<file path="src/rtl/syncq_pkg.sv">
package syncq_pkg;

  typedef enum logic {
    ST_HUNT = 1'b0,
    ST_CAPT = 1'b1
  } hunt_state_e;

  // Effective interrupt threshold: forced into 1..depth.
  function automatic int clamp_thresh(input int t, input int depth);
    if (t < 1)     return 1;
    if (t > depth) return depth;
    return t;
  endfunction

  // Circular pointer advance for a ring of n slots.
  function automatic int wrap_inc(input int p, input int n);
    return (p >= n - 1) ? 0 : p + 1;
  endfunction

endpackage

</file>
<file path="src/rtl/syncq_hunter.sv">
module syncq_hunter
  import syncq_pkg::*;
#(
  parameter int PAT_W   = 16,
  parameter int SHORT_W = 8,
  localparam int CW     = $clog2(PAT_W + 1)
) (
  input  logic             clk,
  input  logic             rst_n,
  input  logic             en,
  input  logic             rx_strobe,
  input  logic             rx_bit,
  input  logic             rx_qual,
  input  logic [PAT_W-1:0] pattern,
  input  logic             len_long,
  output logic             capturing,
  output logic             push
);

  hunt_state_e      state;
  logic [PAT_W-1:0] hist, hist_next, mask;
  logic [CW-1:0]    seen, seen_next, need;
  logic             hit;

  // Comparison mask: the low SHORT_W bits always, the rest only in long mode.
  for (genvar i = 0; i < PAT_W; i++) begin : g_mask
    assign mask[i] = len_long || (i < SHORT_W);
  end

  assign hist_next = {hist[PAT_W-2:0], rx_bit};
  assign seen_next = (seen == CW'(PAT_W)) ? seen : seen + 1'b1;
  assign need      = len_long ? CW'(PAT_W) : CW'(SHORT_W);
  assign hit       = en && rx_strobe && rx_qual && (state == ST_HUNT)
                   && (seen_next >= need)
                   && (((hist_next ^ pattern) & mask) == '0);

  always_ff @(posedge clk or negedge rst_n) begin
    if (!rst_n) begin
      state <= ST_HUNT;
      hist  <= '0;
      seen  <= '0;
    end else if (!en) begin
      state <= ST_HUNT;
      hist  <= '0;
      seen  <= '0;
    end else if (state == ST_HUNT && rx_strobe) begin
      hist <= hist_next;
      seen <= seen_next;
      if (hit) state <= ST_CAPT;
    end
  end

  assign capturing = (state == ST_CAPT);
  assign push      = en && capturing && rx_strobe;

endmodule

</file>
<file path="src/rtl/syncq_fifo.sv">
module syncq_fifo
  import syncq_pkg::*;
#(
  parameter int DEPTH  = 16,
  localparam int AW    = (DEPTH > 1) ? $clog2(DEPTH) : 1,
  localparam int LW    = $clog2(DEPTH + 1)
) (
  input  logic          clk,
  input  logic          rst_n,
  input  logic          flush,
  input  logic          push,
  input  logic          din,
  input  logic          pop,
  output logic          head,
  output logic          avail,
  output logic [LW-1:0] level,
  output logic          ovf
);

  logic [DEPTH-1:0] mem;
  logic [AW-1:0]    rd, wr;
  logic             pop_ok, push_ok;

  assign pop_ok  = pop && (level != '0);
  assign push_ok = push && ((level != LW'(DEPTH)) || pop_ok);

  always_ff @(posedge clk or negedge rst_n) begin
    if (!rst_n) begin
      rd <= '0; wr <= '0; level <= '0; ovf <= 1'b0;
    end else if (flush) begin
      rd <= '0; wr <= '0; level <= '0; ovf <= 1'b0;
    end else begin
      if (push_ok) wr <= AW'(wrap_inc(int'(wr), DEPTH));
      if (pop_ok)  rd <= AW'(wrap_inc(int'(rd), DEPTH));
      level <= level + LW'(push_ok) - LW'(pop_ok);
      if (push && !push_ok) ovf <= 1'b1;
    end
  end

  always_ff @(posedge clk) begin
    if (push_ok && !flush) mem[wr] <= din;
  end

  assign head  = mem[rd];
  assign avail = (level != '0);

endmodule

</file>
<file path="src/rtl/syncq_spi_rd.sv">
module syncq_spi_rd #(
  parameter int XFER_BITS = 16,
  localparam int XW       = $clog2(XFER_BITS + 1)
) (
  input  logic clk,
  input  logic rst_n,
  input  logic spi_sck,
  input  logic spi_csn,
  input  logic head,
  input  logic avail,
  output logic pop,
  output logic sdo,
  output logic cs_active
);

  logic [1:0]    sck_sy, cs_sy;
  logic          sck_q, rise, fall, pending;
  logic [XW-1:0] pops;

  always_ff @(posedge clk or negedge rst_n) begin
    if (!rst_n) begin
      sck_sy <= 2'b00;
      cs_sy  <= 2'b11;
      sck_q  <= 1'b0;
    end else begin
      sck_sy <= {sck_sy[0], spi_sck};
      cs_sy  <= {cs_sy[0], spi_csn};
      sck_q  <= sck_sy[1];
    end
  end

  assign cs_active = !cs_sy[1];
  assign rise      = sck_sy[1] && !sck_q;
  assign fall      = !sck_sy[1] && sck_q;

  // A rising edge arms one removal; the next falling edge performs it.
  always_ff @(posedge clk or negedge rst_n) begin
    if (!rst_n) begin
      pending <= 1'b0;
      pops    <= '0;
    end else if (!cs_active) begin
      pending <= 1'b0;
      pops    <= '0;
    end else begin
      if (rise && pops < XW'(XFER_BITS)) pending <= 1'b1;
      if (fall && pending) begin
        pending <= 1'b0;
        pops    <= pops + 1'b1;
      end
    end
  end

  assign pop = cs_active && fall && pending;
  assign sdo = cs_active && avail && head;

endmodule

</file>
<file path="src/rtl/syncq_rx.sv">
module syncq_rx
  import syncq_pkg::*;
#(
  parameter int DEPTH    = 16,
  parameter int PAT_W    = 16,
  parameter int SHORT_W  = 8,
  localparam int LW      = $clog2(DEPTH + 1)
) (
  input  logic             clk,
  input  logic             rst_n,
  input  logic             rx_bit,
  input  logic             rx_strobe,
  input  logic             rx_qual,
  input  logic             cfg_en,
  input  logic [PAT_W-1:0] cfg_pattern,
  input  logic             cfg_len_long,
  input  logic [LW-1:0]    cfg_thresh,
  input  logic             spi_sck,
  input  logic             spi_csn,
  output logic             spi_sdo,
  output logic [LW-1:0]    fill_level,
  output logic             irq,
  output logic             ovf
);

  logic capturing, push, pop, head, avail, cs_active;

  syncq_hunter #(.PAT_W(PAT_W), .SHORT_W(SHORT_W)) u_hunt (
    .clk, .rst_n, .en(cfg_en), .rx_strobe, .rx_bit, .rx_qual,
    .pattern(cfg_pattern), .len_long(cfg_len_long),
    .capturing, .push
  );

  syncq_fifo #(.DEPTH(DEPTH)) u_fifo (
    .clk, .rst_n, .flush(!cfg_en), .push, .din(rx_bit), .pop,
    .head, .avail, .level(fill_level), .ovf
  );

  syncq_spi_rd #(.XFER_BITS(DEPTH)) u_spi (
    .clk, .rst_n, .spi_sck, .spi_csn, .head, .avail,
    .pop, .sdo(spi_sdo), .cs_active
  );

  assign irq = int'(fill_level) >= clamp_thresh(int'(cfg_thresh), DEPTH);

endmodule

</file>
<file path="config.mk">
export PLATFORM = sky130hd
export DESIGN_NAME = syncq_rx
export DESIGN_NICKNAME = d
export VERILOG_FILES = /design/src/rtl/syncq_pkg.sv /design/src/rtl/syncq_hunter.sv /design/src/rtl/syncq_fifo.sv /design/src/rtl/syncq_spi_rd.sv /design/src/rtl/syncq_rx.sv
export SDC_FILE = /design/constraint.sdc
export NUM_CORES = 1
export LEC_CHECK = 0
export BUFFER_PORTS_ARGS = -buffer_cell sky130_fd_sc_hd__buf_2
export CORE_MARGIN = 3
export CORE_UTILIZATION = 27
export DETAILED_ROUTE_END_ITERATION = 6
export PLACE_DENSITY = 0.46
export SLEW_MARGIN = 20
export SYNTH_ARGS = -nofsm -noshare
export SYNTH_HDL_FRONTEND = slang
export SYNTH_HIERARCHICAL = 1
export SYNTH_SLANG_ARGS = --single-unit
export TNS_END_PERCENT = 5
</file>
<file path="constraint.sdc">
create_clock -name clk -period 2.6 [get_ports clk]
set_input_delay 0.39 -clock clk [delete_from_list [all_inputs] [get_ports clk]]
set_output_delay 0.39 -clock clk [all_outputs]
set_load 0.02 [all_outputs]
</file>
-- Word-level counts from Yosys, hierarchy flattened
Cells that the tools add are included.
- register bits: 62
- output and inout bits: 8
- word-level logic and storage cells: 105
- equal/unequal tests: 7
- $add $sub $neg: 6
- bitwise logic cells: 3
- reduce and logical (&&, ||, !) cells: 31
- $lt $le $gt $ge: 10
- multiplexer cells: 35
- operators by type and width (operator ; number):
    $mux W32 ; 3
    $mux W5 ; 7
    $ge A6 B32 Y1 ; 1
    $mux W15 ; 2
    $mux W4 ; 6
    $logic_and A1 B1 Y1 ; 21
    $and A16 B16 Y16 ; 1
    $bwmux W16 ; 1
    $logic_not A16 Y1 ; 1
    $xor A16 B16 Y16 ; 1
    $mux W1 ; 14
    $add A5 B1 Y5 const B ; 2
    $lt A4 B5 Y1 const B ; 2
    $ne A2 B1 Y1 const B ; 5
    $add A4 B1 Y4 const B ; 2
    $ge A4 B4 Y1 const B ; 2
    $add A5 B1 Y5 ; 1
    $eq A5 B5 Y1 const B ; 1
    $ge A5 B5 Y1 ; 1
    $gt A5 B5 Y1 const B ; 1
    $lt A5 B1 Y1 const B ; 1
    $lt A5 B5 Y1 const B ; 1
    $ne A5 B5 Y1 const B ; 1
    $reduce_bool A5 Y1 ; 1
    10 further kinds ; 13

-- Depth between registers and ports, before layout
- word-level depth: 11
- depth in mapped cells: 15

-- Hierarchy
The synthesis kept the hierarchy.
- modules (own cells, without submodules) (module ; times used ; area an instance (sq um) ; seq. area each (sq um) ; cells an instance):
    syncq_fifo ; 1 ; 1627.8 ; 830.8 ; 146
    syncq_hunter ; 1 ; 1256.2 ; 525.5 ; 137
    syncq_spi_rd ; 1 ; 444.2 ; 277.8 ; 36
    syncq_rx ; 1 ; 138.9 ; 0.0 ; 20

-- Worst setup path after synthesis
Ideal clock, no wire load.
- path type: register to register
- start point: reg u_fifo.level[3]
- end point: reg u_fifo.level[4]
- slack: -0.223 ns
- path buffers: 1
- cell stages (with the launch flop): 16
- arrival: 2.698 ns
- required time: 2.475 ns
- cells stage by stage: dfrtp_1 > inv_1 > ha_1 > or4b_1 > buf_2 > nand2_2 > inv_1 > ha_1 > inv_1 > ha_1 > inv_1 > fa_1 > nor2b_1 > o21bai_1 > a21oi_1 > nor3b_1
- cells in the longest elaborated chain, start to end: 7
- ends and longest elaborated chain (element ; line ; source):
    from (decl) ; syncq_fifo.sv:16 ; output logic [LW-1:0] level,
    from (signal assigned) ; syncq_fifo.sv:35 ; level <= level + LW'(push_ok) - LW'(pop_ok);
    $reduce_bool A5 Y1 (*) ; n/a ;
    via avail ; syncq_rx.sv:26 ; logic capturing, push, pop, head, avail, cs_active;
    $logic_and A1 B1 Y1 (*) ; syncq_fifo.sv:24 ; assign pop_ok = pop && (level != '0);
    $logic_or A1 B1 Y1 ; syncq_fifo.sv:25 ; assign push_ok = push && ((level != LW'(DEPTH)) || pop_ok);
    $logic_and A1 B1 Y1 ; syncq_fifo.sv:25 ;
    $add A5 B1 Y5 ; syncq_fifo.sv:35 ;
    $sub A5 B1 Y5 (*) ; syncq_fifo.sv:35 ;
    $mux W5 (*) ; syncq_fifo.sv:30 ; end else if (flush) begin
Mark *: on every way through the listed nets, which the timed path passes. The rest lies on a longest branch.
A chain may end at the register's enable or synchronous reset.

-- Final worst setup path
Ends and elaborated chain as after synthesis.

==> run summary <==
* CP delay by family, top: adder cells
* pin count of the biggest net entering global routing: 26
* endpoints failing hold: 0
* Die Footprint: 14200 µm²
* maximum achievable frequency: 0.391 GHz
* final cycle utilization of the critical path: 98.2%
* cell with the most instances after synthesis: sky130_fd_sc_hd__nand2_1
* Worst Max-Slew Pin Slew: 435 ps
* Worst Slack Setup Final: 45.5 ps
* number of nets produced by synthesis: 391
* worst reg2reg setup slack: 50 ps
* number of buffers on the longest clock path: 2
* number of instances in the synthesized netlist: 339
* clock sink total: 62
* Reg-to-Reg Start: u_fifo/level[3]
* initial standard-cell utilization of the core: 28.3%
* DR iter-0 viols: 115
* internal power consumption: 0.00193 W
* worst slew slack as a fraction of its limit: 70.7%
* number of antenna violations at the first check in global routing: 0
* max-cap violation count: 0
* met1 global-route usage: 15.2%
* clock network fraction of total power: 44.5%
* switching share of total power: 24.5%
* Crit-path slowest cell: sky130_fd_sc_hd__or4b_4
* Top Ports: 38
* Critical Path, Cell by Cell: inv_2 > ha_4 > or4b_4 > nand2_4 > inv_2 > ha_4 > inv_4 > ha_4 > inv_2 > fa_2 > nor2b_2 > o21bai_2 > a21oi_2 > nor3b_2
* TritonCTS clock tree: done
* worst hold path startpoint: spi_csn
* final setup fails: 0
* status: completed
* Cell variety after synth: 56
* Mean Syn Cell Area: 10.2 µm²
* met3 Track Usage GR: 3.18%
* area fraction of the dominant cell type after synthesis: 31.8%
* number of diodes added for antenna fixing: 0
* cell area after synthesis: 3470 µm²
* busiest metal layer after global routing: met2
* remaining antenna violation count: 0
* Worst R2R End: u_fifo/level[4]
* category of the critical setup timing path: reg2reg
* number of cells on the worst reg-to-reg path: 14
* worst path bufs/invs: 4
* final-stage net count: 455
* final critical path time including I/O delays and setup: 2550 ps
* Total Power Consumption: 0.00256 W
* sequential share of power: 40.6%
* chip width: 119 µm
* final setup skew: 4.37 ps
* count of vias placed by the detailed router: 2591
* placement row count: 40
* number of max-slew violations in the final report: 0
* worst endpoint required time: 2810 ps
* dpl hpwl: 5510 µm
* Clock transition at path regs: 50 ps
* number of iterations in the first detailed-routing pass: 6
* worst slack at placement: -156 ps
* critical path launch point type: register
* data arrival time of the critical path: 2760 ps
* worst hold path class: in2reg
* top cells by area, synth: sky130_fd_sc_hd__dfrtp_1, sky130_fd_sc_hd__edfxtp_1, sky130_fd_sc_hd__ha_1, sky130_fd_sc_hd__xor2_1, sky130_fd_sc_hd__nand2_1
* number of warnings printed during yosys synthesis: 6
* Port Buf Inserts: 37
* H-tree depth: 3
* combinational share of power: 14.9%
* area inside the core boundary: 12300 µm²
* detail-routed net length per standard cell: 13.1 µm
* via count of the first global-routing pass: 2650
* aggregate global-route resource usage: 11.5%
* RSZ-0062 raised after global routing: true
* number of cells on the worst hold path: 1
* critical path peak fanout: 3
* insertion delay of the later-clocked pin in the worst-skew pair: 330 ps
* part of the Yosys area used for sequential elements: 47.1%
* most used flip-flop cell after synthesis: sky130_fd_sc_hd__dfrtp_1
* number of enable-type register cells in the synthesized netlist: 16
* Synth Register Bits: 62
* Worst IR Drop VDD: 0.241 mV
* Critical Path Max Stage Delay: 480 ps
* die boundary height: 119 µm
* global-route wire length before repair: 13100 µm
* clock tree root driver cell: sky130_fd_sc_hd__clkbuf_16
* switching power of the nets: 0.000627 W
* share of final-layout standard cells stronger than drive strength 1: 27.0%
* hold-critical path endpoint: u_spi/cs_sy[0]
* met2 track demand over resource in global routing: 18.1%
* biggest area consumer among synthesized cells: sky130_fd_sc_hd__dfrtp_1
* fraction of synthesis flops using an asynchronous set or reset pin: 74.2%
* final global-route overflow total: 0
* Area Overhead vs Synth: 26.1%
* cell leakage power: 1.90 nW
* Post-Route WL: 7540 µm
* vias per inst: 4.50
* hold slack final: 173 ps
* setup TNS after final layout: 0 ps
* Power Dens Cells: 585 nW/µm²
* number of design rule violations left after detail routing: 0
* critical path endpoint category: register
* list of most frequent post-synthesis cells: sky130_fd_sc_hd__nand2_1, sky130_fd_sc_hd__dfrtp_1, sky130_fd_sc_hd__nor2_1, sky130_fd_sc_hd__xor2_1, sky130_fd_sc_hd__ha_1
* utilization of the core after routing: 35.7%
* TritonCTS buffer count: 9
* last weighted congestion value of the routability-driven placer: 0.748
## cell type report
cell class / count / area (µm²)
Timing Repair Buffer: 65 / 398
Fill cell: 1270 / 7890
Clock buffer: 10 / 229
Inverter: 20 / 77.6
Multi-Input combinational cell: 245 / 1770
Tap cell: 168 / 210
Sequential cell: 62 / 1640
Clock inverter: 6 / 52.6
## worst reg2reg max path: cells and delay by family, from the launching register on
kind / cells / cell delay (ps)
and+or+nand+nor: 4 / 770
adders and majority gates: 4 / 830
DFF: 1 / 400
AOI/OAI and AO/OA: 2 / 250
buffers and inverters: 4 / 210
## cells by family (layout without fill, tap and decap cells)
group	Yosys count	count (layout)	synth area share, %
and+or+nand+nor	132	132	19.6
DFF	62	62	47.1
AOI/OAI and AO/OA	57	57	11.8
buffers and inverters	32	101	3.75
xor gates and xnor gates	26	26	6.57
adders and majority gates	22	22	8.16
muxes	8	8	3.03
## power by group through the flow
stage	combinational, W	clock, W	sequential (W)
finish	0.000381	0.00114	0.00104
global route	0.000424	0.00123	0.00104
CTS	0.000374	0.00118	0.00104
detailed placement	0.000349	0	0.00106
global placement	0.000344	0	0.00106
floorplan	0.000190	0	0.00107
## timing repair
| action | in CTS | in global routing |
|---|---|---|
| gates resized for setup | 11 | 4 |
| endpoints found under the setup margin | 1 | 2 |
| gates cloned | 0 | 0 |
| hold endpoints to repair | 10 | 0 |
| hold buffers | 1 | 0 |
| setup buffers | 4 | 0 |
| pin swaps | 8 | 3 |
## per-layer routing
layer | share of wire (%) | vias to the layer above
met2 | 47 | 35
li1 | - | 1308
met5 | 0 | -
met4 | 1.4 | 0
met1 | 48 | 1239
met3 | 3.1 | 9
## placed cells by master (no fill, tap or decap), types with 7 or more instances in the layout
cell type and instances:
sky130_fd_sc_hd__nand2_1 49, sky130_fd_sc_hd__dfrtp_1 42, sky130_fd_sc_hd__buf_2 37, sky130_fd_sc_hd__nor2_1 27, sky130_fd_sc_hd__buf_4 27, sky130_fd_sc_hd__xor2_1 23
sky130_fd_sc_hd__ha_1 18, sky130_fd_sc_hd__a21boi_0 17, sky130_fd_sc_hd__edfxtp_1 16, sky130_fd_sc_hd__inv_1 15, sky130_fd_sc_hd__a21oi_1 10, sky130_fd_sc_hd__clkbuf_16 9
sky130_fd_sc_hd__nand3_1 8, sky130_fd_sc_hd__nor3_1 7, sky130_fd_sc_hd__nor2b_1 7, sky130_fd_sc_hd__o21ai_0 7
## metrics by stage
step	area, µm²	std cells
floorplan	3480	339
global placement	3990	555
detailed placement	3990	555
CTS	4360	576
global route	4370	576
finish	4370	576
## state kept, by name (all words and copies together) (netlist names)
| signal | count |
|---|---|
| u_spi/cs_sy | 2 |
| u_spi/sck_sy | 2 |
| u_spi/pending | 1 |
| u_fifo/wr | 4 |
| u_fifo/ovf | 1 |
| u_hunt/seen | 5 |
| u_hunt/capturing | 1 |
| u_hunt/hist | 15 |
| u_fifo/rd | 4 |
| u_spi/sck_q | 1 |
| u_fifo/mem | 16 |
| u_fifo/level | 5 |
| u_spi/pops | 5 |
## worst max path at each step
stage,startpoint,end,slack [ps],depth (start not counted)
after floorplan,u_fifo/level[2],u_fifo/level[4],-160,15
final,u_fifo/level[3],u_fifo/level[4],50,14
after global routing,u_fifo/level[3],u_fifo/level[4],-80,14
after detailed placement,u_fifo/level[2],u_fifo/level[4],-160,14
after CTS,u_fifo/level[3],u_fifo/level[4],0.05,14
after global placement,u_fifo/level[2],u_fifo/level[4],-110,14
Note: power is estimated with default switching activity, not from simulation.
